**config.mk**
```make
export PLATFORM = sky130hd
export DESIGN_NAME = rob_core
export DESIGN_NICKNAME = d
export VERILOG_FILES = /design/src/rtl/rob_core.sv
export SDC_FILE = /design/constraint.sdc
export NUM_CORES = 1
export LEC_CHECK = 0
export BUFFER_PORTS_ARGS = -buffer_cell sky130_fd_sc_hd__buf_4
export CORE_MARGIN = 5
export CORE_UTILIZATION = 35
export CTS_BUF_LIST = sky130_fd_sc_hd__clkbuf_4
export DETAILED_ROUTE_END_ITERATION = 7
export SLEW_MARGIN = 10
export SYNTH_ARGS = -nofsm -noshare
export SYNTH_HDL_FRONTEND = slang
export SYNTH_SLANG_ARGS = --single-unit
```
**constraint.sdc**
```tcl
create_clock -name clk -period 10.3 [get_ports clk]
set_input_delay 1.03 -clock clk [delete_from_list [all_inputs] [get_ports clk]]
set_output_delay 1.03 -clock clk [all_outputs]
set_load 0.005 [all_outputs]
```
**src/rtl/rob_core.sv**
```systemverilog
module rob_core #(
  parameter int DEPTH  = 6,
  parameter int XLEN   = 32,
  parameter int PC_W   = 32,
  parameter int AREG_W = 5,
  localparam int TW = (DEPTH > 1) ? $clog2(DEPTH) : 1,
  localparam int CW = $clog2(DEPTH + 1)
) (
  input  logic              clk,
  input  logic              rst_n,
  input  logic              alloc_valid,
  input  logic [AREG_W-1:0] alloc_dest,
  input  logic [PC_W-1:0]   alloc_pc,
  output logic              alloc_ready,
  output logic [TW-1:0]     alloc_tag,
  input  logic              cmpl_valid,
  input  logic [TW-1:0]     cmpl_tag,
  input  logic [XLEN-1:0]   cmpl_value,
  input  logic              cmpl_exc,
  input  logic              cmpl_mispred,
  output logic              bcast_valid,
  output logic [TW-1:0]     bcast_tag,
  output logic [XLEN-1:0]   bcast_value,
  output logic              commit_valid,
  output logic [AREG_W-1:0] commit_reg,
  output logic [XLEN-1:0]   commit_value,
  output logic              exc_valid,
  output logic [PC_W-1:0]   exc_pc,
  output logic              flush_o
);

  logic [TW-1:0]     head_q, tail_q;
  logic [CW-1:0]     count_q, age_c;
  logic [DEPTH-1:0]  done_q, exc_q;
  logic [AREG_W-1:0] dest_q [DEPTH];
  logic [PC_W-1:0]   pc_q   [DEPTH];
  logic [XLEN-1:0]   val_q  [DEPTH];
  logic              head_ready, cmpl_live, mis_flush, take;

  function automatic logic [TW-1:0] wrap_inc(input logic [TW-1:0] t);
    return (t == TW'(DEPTH - 1)) ? '0 : t + 1'b1;
  endfunction

  always_comb begin
    int a;
    a = int'(cmpl_tag) - int'(head_q);
    if (a < 0) a = a + DEPTH;
    age_c = CW'(a);
  end

  assign head_ready   = (count_q != '0) && done_q[head_q];
  assign exc_valid    = head_ready && exc_q[head_q];
  assign commit_valid = head_ready && !exc_q[head_q];
  assign commit_reg   = dest_q[head_q];
  assign commit_value = val_q[head_q];
  assign exc_pc       = pc_q[head_q];

  assign cmpl_live   = cmpl_valid && (int'(cmpl_tag) < DEPTH) && (age_c < count_q) && !exc_valid;
  assign mis_flush   = cmpl_live && cmpl_mispred;
  assign flush_o     = mis_flush || exc_valid;
  assign alloc_ready = (count_q != CW'(DEPTH)) && !flush_o;
  assign alloc_tag   = tail_q;
  assign take        = alloc_valid && alloc_ready;

  always_ff @(posedge clk or negedge rst_n) begin
    if (!rst_n) begin
      head_q      <= '0;
      tail_q      <= '0;
      count_q     <= '0;
      done_q      <= '0;
      exc_q       <= '0;
      bcast_valid <= 1'b0;
      bcast_tag   <= '0;
      bcast_value <= '0;
    end else begin
      bcast_valid <= cmpl_live;
      bcast_tag   <= cmpl_tag;
      bcast_value <= cmpl_value;
      if (exc_valid) begin
        tail_q  <= head_q;
        count_q <= '0;
      end else begin
        if (commit_valid) head_q <= wrap_inc(head_q);
        if (mis_flush) begin
          tail_q  <= wrap_inc(cmpl_tag);
          count_q <= age_c + CW'(1) - CW'(commit_valid);
        end else begin
          if (take) tail_q <= wrap_inc(tail_q);
          count_q <= count_q + CW'(take) - CW'(commit_valid);
        end
      end
      if (take) begin
        done_q[tail_q] <= 1'b0;
        exc_q[tail_q]  <= 1'b0;
      end
      if (cmpl_live) begin
        done_q[cmpl_tag] <= 1'b1;
        exc_q[cmpl_tag]  <= cmpl_exc;
      end
    end
  end

  always_ff @(posedge clk) begin
    if (take) begin
      dest_q[tail_q] <= alloc_dest;
      pc_q[tail_q]   <= alloc_pc;
    end
    if (cmpl_live) val_q[cmpl_tag] <= cmpl_value;
  end

endmodule

```
# ---- Word level (Yosys, flattened, before mapping)
# Memory sizes are Yosys's and may differ from the RTL's.
# Cells that the tools add are included.
# Widths: inputs -> output; s select.
dict set report classes {
  addsub 9
  order_cmp 8
  n_eq_ne 4
  mux 26
  n_bitwise 5
  n_reduce_logical 18
}
# operator count
set ops {}
lappend ops {{$mux 3} 9}
lappend ops {{$mux 6} 4}
lappend ops {{$add 3x1->3 const B} 4}
lappend ops {{$and 6x6->6} 2}
lappend ops {{$lt 3x4->1 const B} 3}
lappend ops {{$logic_and 1x1->1} 11}
lappend ops {{$eq 3x3->1 const B} 3}
lappend ops {{$mux 1} 8}
lappend ops {{$bmux 1 s3} 2}
lappend ops {{$bwmux 6} 1}
lappend ops {{$demux 1 s3} 2}
lappend ops {{$ge 3x1->1 const B} 2}
lappend ops {{$not 6->6} 1}
lappend ops {{$or 6x6->6} 1}
lappend ops {{$reduce_bool 3->1} 2}
lappend ops {{$sub 3x1->3} 2}
lappend ops {{$lt 4x1->1 const B} 1}
lappend ops {{$sub 3x3->4} 1}
lappend ops {{$add 3x1->3} 1}
lappend ops {{$add 3x2->3 const B} 1}
lappend ops {{$logic_not 1->1} 3}
lappend ops {{$lt 3x3->1} 1}
lappend ops {{$lt 3x3->1 const B} 1}
lappend ops {{$ne 3x3->1 const B} 1}
lappend ops {{3 further kinds} 3}
dict set report word_totals {
  register_bits 57
  ramBits 414
  inputBits 78
  out_inout_bits 112
  word_cells 81
  mem_count 3
}
# memory words width rd rd_ports_with_merged_regs wr line
set mem_list {}
lappend mem_list {pc_q 6 32 1 0 1 36} ;# logic [PC_W-1:0] pc_q [DEPTH];
lappend mem_list {val_q 6 32 1 0 1 37} ;# logic [XLEN-1:0] val_q [DEPTH];
lappend mem_list {dest_q 6 5 1 0 1 35} ;# logic [AREG_W-1:0] dest_q [DEPTH];

# ---- Longest topological paths before layout
dict set report logic_depth {
  word_depth 15
  depth_mapped 23
  depth_no_buf 21
}

# ---- Worst setup path before layout
# No wires, ideal clock.
dict set report synth_timing {
  path_kind {input -> register}
  startpoint {input port cmpl_tag[0]}
  endpoint {register count_q[2]}
  arrival_time_ns 5.291
  required_ns 10.218
  slack_ns 4.927
  stages 23
  n_path_buf 2
  path_cell_list {inv_1 -> ha_1 -> inv_1 -> fa_1 -> or3b_2 -> o31ai_1 -> xor2_1 -> inv_1 -> ha_1 -> o21ai_0 -> o2111ai_1 -> buf_2 -> clkbuf_1 -> nand4_1 -> ha_1 -> inv_1 -> ha_1 -> inv_1 -> fa_1 -> xnor2_1 -> xnor2_1 -> nand2_1 -> a31oi_1}
}
dict set report synth_via {
  elab_chain_cells 15
}
# item line
set synth_lines {}
lappend synth_lines {{start: declaration} 17} ;# input logic [TW-1:0] cmpl_tag,
lappend synth_lines {{$sub 3x3->4} 46} ;# a = int'(cmpl_tag) - int'(head_q);
lappend synth_lines {{$lt 4x1->1 or $add 3x2->3 (tied branches)} 47} ;# if (a < 0) a = a + DEPTH;
lappend synth_lines {{$mux 3} 47}
lappend synth_lines {{$lt 3x3->1} 58} ;# assign cmpl_live = cmpl_valid && (int'(cmpl_tag) < DEPTH) && (age_c < count_q) && !exc_valid;
lappend synth_lines {{$logic_and 1x1->1 (2 in a row)} 58}
lappend synth_lines {{$logic_and 1x1->1} 59} ;# assign mis_flush = cmpl_live && cmpl_mispred;
lappend synth_lines {{$logic_or 1x1->1} 60} ;# assign flush_o = mis_flush || exc_valid;
lappend synth_lines {{$logic_not 1->1} 61} ;# assign alloc_ready = (count_q != CW'(DEPTH)) && !flush_o;
lappend synth_lines {{$logic_and 1x1->1} 61}
lappend synth_lines {{$logic_and 1x1->1} 63} ;# assign take = alloc_valid && alloc_ready;
lappend synth_lines {{$add 3x1->3} 89} ;# count_q <= count_q + CW'(take) - CW'(commit_valid);
lappend synth_lines {{$sub 3x1->3} 89}
lappend synth_lines {{$mux 3 *} 84} ;# if (mis_flush) begin
lappend synth_lines {{$mux 3 *} 79} ;# if (exc_valid) begin
lappend synth_lines {{end signal: assignment} 86} ;# count_q <= age_c + CW'(1) - CW'(commit_valid);
lappend synth_lines {{end signal: assignment} 89}
lappend synth_lines {{end: declaration} 33} ;# logic [CW-1:0] count_q, age_c;
# Every way passes the cells marked *; elsewhere a longest branch is shown, timed or not.
# A chain may end at the register's enable or synchronous reset.

# ---- Worst setup path after layout
dict set report layout_timing {
  startpoint {register head_q[0]}
  endpoint {output port alloc_ready}
}
dict set report layout_via {
  elab_chain_cells 10
}
# item line
set layout_lines {}
lappend layout_lines {{start: declaration} 32} ;# logic [TW-1:0] head_q, tail_q;
lappend layout_lines {{start signal: assignment} 83} ;# if (commit_valid) head_q <= wrap_inc(head_q);
lappend layout_lines {{$sub 3x3->4 or $bmux 1 s3 (tied branches)} {46, 51}}
lappend layout_lines {{$lt 4x1->1 (tied with other cells)} 47}
lappend layout_lines {{$mux 3 or $logic_and 1x1->1 (tied branches)} {47, 51}}
lappend layout_lines {{$lt 3x3->1 or $logic_and 1x1->1 (tied branches)} {58, 52}}
lappend layout_lines {{$logic_and 1x1->1 or $logic_not 1->1 (tied branches)} 58}
lappend layout_lines {{$logic_and 1x1->1} 58}
lappend layout_lines {{$logic_and 1x1->1} 59}
lappend layout_lines {{$logic_or 1x1->1 *} 60}
lappend layout_lines {{$logic_not 1->1 *} 61}
lappend layout_lines {{$logic_and 1x1->1 *} 61}
lappend layout_lines {{end: declaration} 14} ;# output logic alloc_ready,
# Every way passes the cells marked *; elsewhere a longest branch is shown, timed or not. The select of a mux whose other input is x is not followed.

==> flow_metrics.env <==
export IMPL_outcome="finished, final reports clean"
export IMPL_cts_tree="yes"
export IMPL_yosysMostFrequentCell="edfxtp_1"
export IMPL_power_switching_w=0.00181
export IMPL_clkTransAtPathRegs_ns=0.06
export IMPL_grt_usage=0.139
export IMPL_core_area_mm2=0.0511
export IMPL_worst_clock_skew_ns=0.0424
export IMPL_cp_top_family="adder cells"
export IMPL_tns_ns=0
export IMPL_synth_main_ff_cell="edfxtp_1"
export IMPL_die_area_mm2=0.0561
export IMPL_cpPeakStageDelay_ns=0.94
export IMPL_vias=9552
export IMPL_r2r_start="head_q[0]$_DFFE_PN0P_"
export IMPL_finalCritPeriodShare=0.578
export IMPL_worst_pin_slew_ns=1.11
export IMPL_drive_gt1_frac=0.385
export IMPL_path_cells="ha_1 -> inv_1 -> fa_1 -> or3b_2 -> o31ai_1 -> xor2_1 -> inv_1 -> ha_1 -> o21ai_0 -> o2111ai_1 -> buf_4 -> and3_1 -> buf_4"
export IMPL_ys_seq_area_frac=0.770
export IMPL_synth_seq_cells=471
export IMPL_slew_violations=0
export IMPL_cts_buffers=131
export IMPL_syn_to_final_growth_pct=21.6
export IMPL_setup_viol=0
export IMPL_htreeDepth=4
export IMPL_hpwl_mm=22.8
export IMPL_cp_required_ns=9.27
export IMPL_synth_edf_count=414
export IMPL_p_clk_frac=0.288
export IMPL_intPower_w=0.00419
export IMPL_ys_top_cells_by_area="edfxtp_1, mux4_2, dfrtp_1"
export IMPL_rsz0062_at_grt="no"
export IMPL_sequentialPowerShare=0.414
export IMPL_grt_pass1_wl_mm=59.3
export IMPL_final_nets=1324
export IMPL_synth_area_per_cell_um2=19.0
export IMPL_postSynthCellCount=946
export IMPL_yosysWarnings=0
export IMPL_power_total_w=0.00600
export IMPL_synth_top_cell_area_share=0.691
export IMPL_p_comb_frac=0.297
export IMPL_hold_slack_ns=0.226
export IMPL_arrival_ns=4.93
export IMPL_critPathBufInv=4
export IMPL_overflow=0
export IMPL_clk_latency_ns=0.89
export IMPL_synthesis_area_mm2=0.0180
export IMPL_powerDensity_mw_per_mm2=274
export IMPL_synthArstFlopShare=0.121
export IMPL_grt_max_degree=99
export IMPL_post_cts_buffers=0
export IMPL_die_h_um=237
export IMPL_io_pins=190
export IMPL_crit_path_start="head_q[0]$_DFFE_PN0P_"
export IMPL_grt_pass1_vias=10115
export IMPL_fmax_mhz=168
export IMPL_port_buffers=189
export IMPL_place_congestion=0.767
export IMPL_worstPathMaxFanout=41
export IMPL_synth_top_cell_by_area="edfxtp_1"
export IMPL_cts_sinks=471
export IMPL_cts_root_buf="clkbuf_4"
export IMPL_initial_utilization=0.352
export IMPL_slew_limit_headroom=0.258
export IMPL_antenna_found_initial=2
export IMPL_clockBufferDepth=3
export IMPL_die_x_um=237
export IMPL_endpoint_kind="output port"
export IMPL_leakagePower_nw=8.11
export IMPL_crit_type="flip-flop to output port"
export IMPL_peakVddDrop_mv=0.129
export IMPL_utilization=0.428
export IMPL_cts_resized=0
export IMPL_hp_class="input port to asynchronous set/reset pin"
export IMPL_cp_slowest_cell="dfrtp_4"
export IMPL_finalCriticalPeriod_ns=5.96
export IMPL_drv_cap=0
export IMPL_row_count=83
export IMPL_finalHoldViolCount=0
export IMPL_drt_pass1_iter_count=5
export IMPL_initialDrtViolationCount=772
export IMPL_cp_start_kind="flip-flop"
export IMPL_cts_hold_buf=0
export IMPL_wl_mm=38.9
export IMPL_switching_share=0.302
export IMPL_route_detailed_drc=0
export IMPL_ys_types=50
export IMPL_ys_top_cells_by_count="edfxtp_1, nand2_1, mux2i_1, o21ai_0, mux4_2"
export IMPL_viasPerCell=4.75
export IMPL_wire_per_inst_um=19.3
export IMPL_ant_nets=0
export IMPL_syn_nets=1035
[path summary, 6_finish.rpt]
check,slack (ns),cells past startpoint,end
worst max-delay path,4.34,13,alloc_ready
worst min-delay path,0.23,1,bcast_value[2]$_DFF_PN0_
worst max register to register,5.00,13,dest_q[4][3]$_DFFE_PP_
worst min register to register,0.47,1,done_q[0]$_DFF_PN0_
max in group asynchronous,9.42,1,head_q[0]$_DFFE_PN0P_
min in group clk,0.30,1,bcast_value[23]$_DFF_PN0_
[layer usage]
layer,wire length [um],GRT usage
met1,17400,0.187
met2,17900,0.206
met3,2770,0.0496
met4,813,0.0565
met5,0,0
[flip-flops by register name (all words and copies together) (netlist names)]
register     cells
alloc_tag        3
bcast_tag        3
bcast_valid      1
bcast_value     32
count_q          3
dest_q          30
done_q           6
exc_q            6
head_q           3
pc_q           192
val_q          192
[layout make-up]
class	count	area (um^2)
Inverter	27	104
Tap cell	680	851
Multi-Input combinational cell	404	3840
Clock inverter	26	211
Clock buffer	201	1510
Sequential cell	471	13900
Fill cell	4667	29200
Timing Repair Buffer	200	1500
Antenna cell	4	10.0
[power groups by stage]
stage	registers, W	logic (W)	clock network, W
after floorplan	0.00243	0.00115	0
final	0.00249	0.00179	0.00173
after global placement	0.00252	0.00182	0
after global routing	0.00252	0.00198	0.00192
after detailed placement	0.00253	0.00183	0
after CTS	0.00249	0.00184	0.00180
[cell usage in the layout (no fill, tap or decap), types with 2 or more instances in the layout]
cell type,instances
edfxtp_1,414
clkbuf_4,201
buf_4,200
nand2_1,81
mux2i_1,74
o21ai_0,72
mux4_2,70
dfrtp_1,55
inv_1,17
clkinv_1,16
nor2_1,11
mux2_2,11
inv_2,10
ha_1,9
nand3_1,5
a21boi_0,5
diode_2,4
nand2b_1,4
nand3b_1,4
bufinv_16,4
clkinv_2,4
nor3_1,3
or3_1,3
nor2b_1,3
and3b_1,3
and2_2,3
o2bb2ai_1,3
and3_1,3
xor2_1,3
a21oi_1,3
a31oi_1,3
xnor2_1,3
or2_2,2
o21ai_1,2
a211oi_1,2
fa_1,2
dfrtp_4,2
[cells by family (layout without fill, tap and decap cells)]
kind of cell / count (synthesis) / in the layout / synth area share
and+or+nand+nor: 133 / 133 / 0.0341
muxes: 155 / 155 / 0.136
xor gates and xnor gates: 6 / 6 / 0.00292
adders and majority gates: 11 / 11 / 0.00848
other: 0 / 4 / 0
AOI/OAI and AO/OA: 99 / 99 / 0.0318
DFF: 471 / 471 / 0.770
buffers and inverters: 71 / 454 / 0.0170
[stage by stage]
step / worst slack (ns) / instance area, um^2 / std cells
floorplan: 4.93 / 18000 / 946
global placement: 4.87 / 20200 / 1782
detailed placement: 4.75 / 20200 / 1782
CTS: 4.19 / 21900 / 2009
global route: 3.94 / 21900 / 2013
finish: 4.34 / 21900 / 2013
[worst reg2reg max path, stage by stage, from the launching register on]
cell and delay [ns]:
dfrtp_4 0.94, ha_1 0.30, inv_1 0.05, fa_1 0.48, or3b_2 0.49, o31ai_1 0.29, xor2_1 0.25, inv_1 0.07
ha_1 0.27, o21ai_0 0.10, o2111ai_1 0.23, buf_4 0.28, and4b_1 0.24, and2_2 0.86
Note: power is estimated with default switching activity, not from simulation.
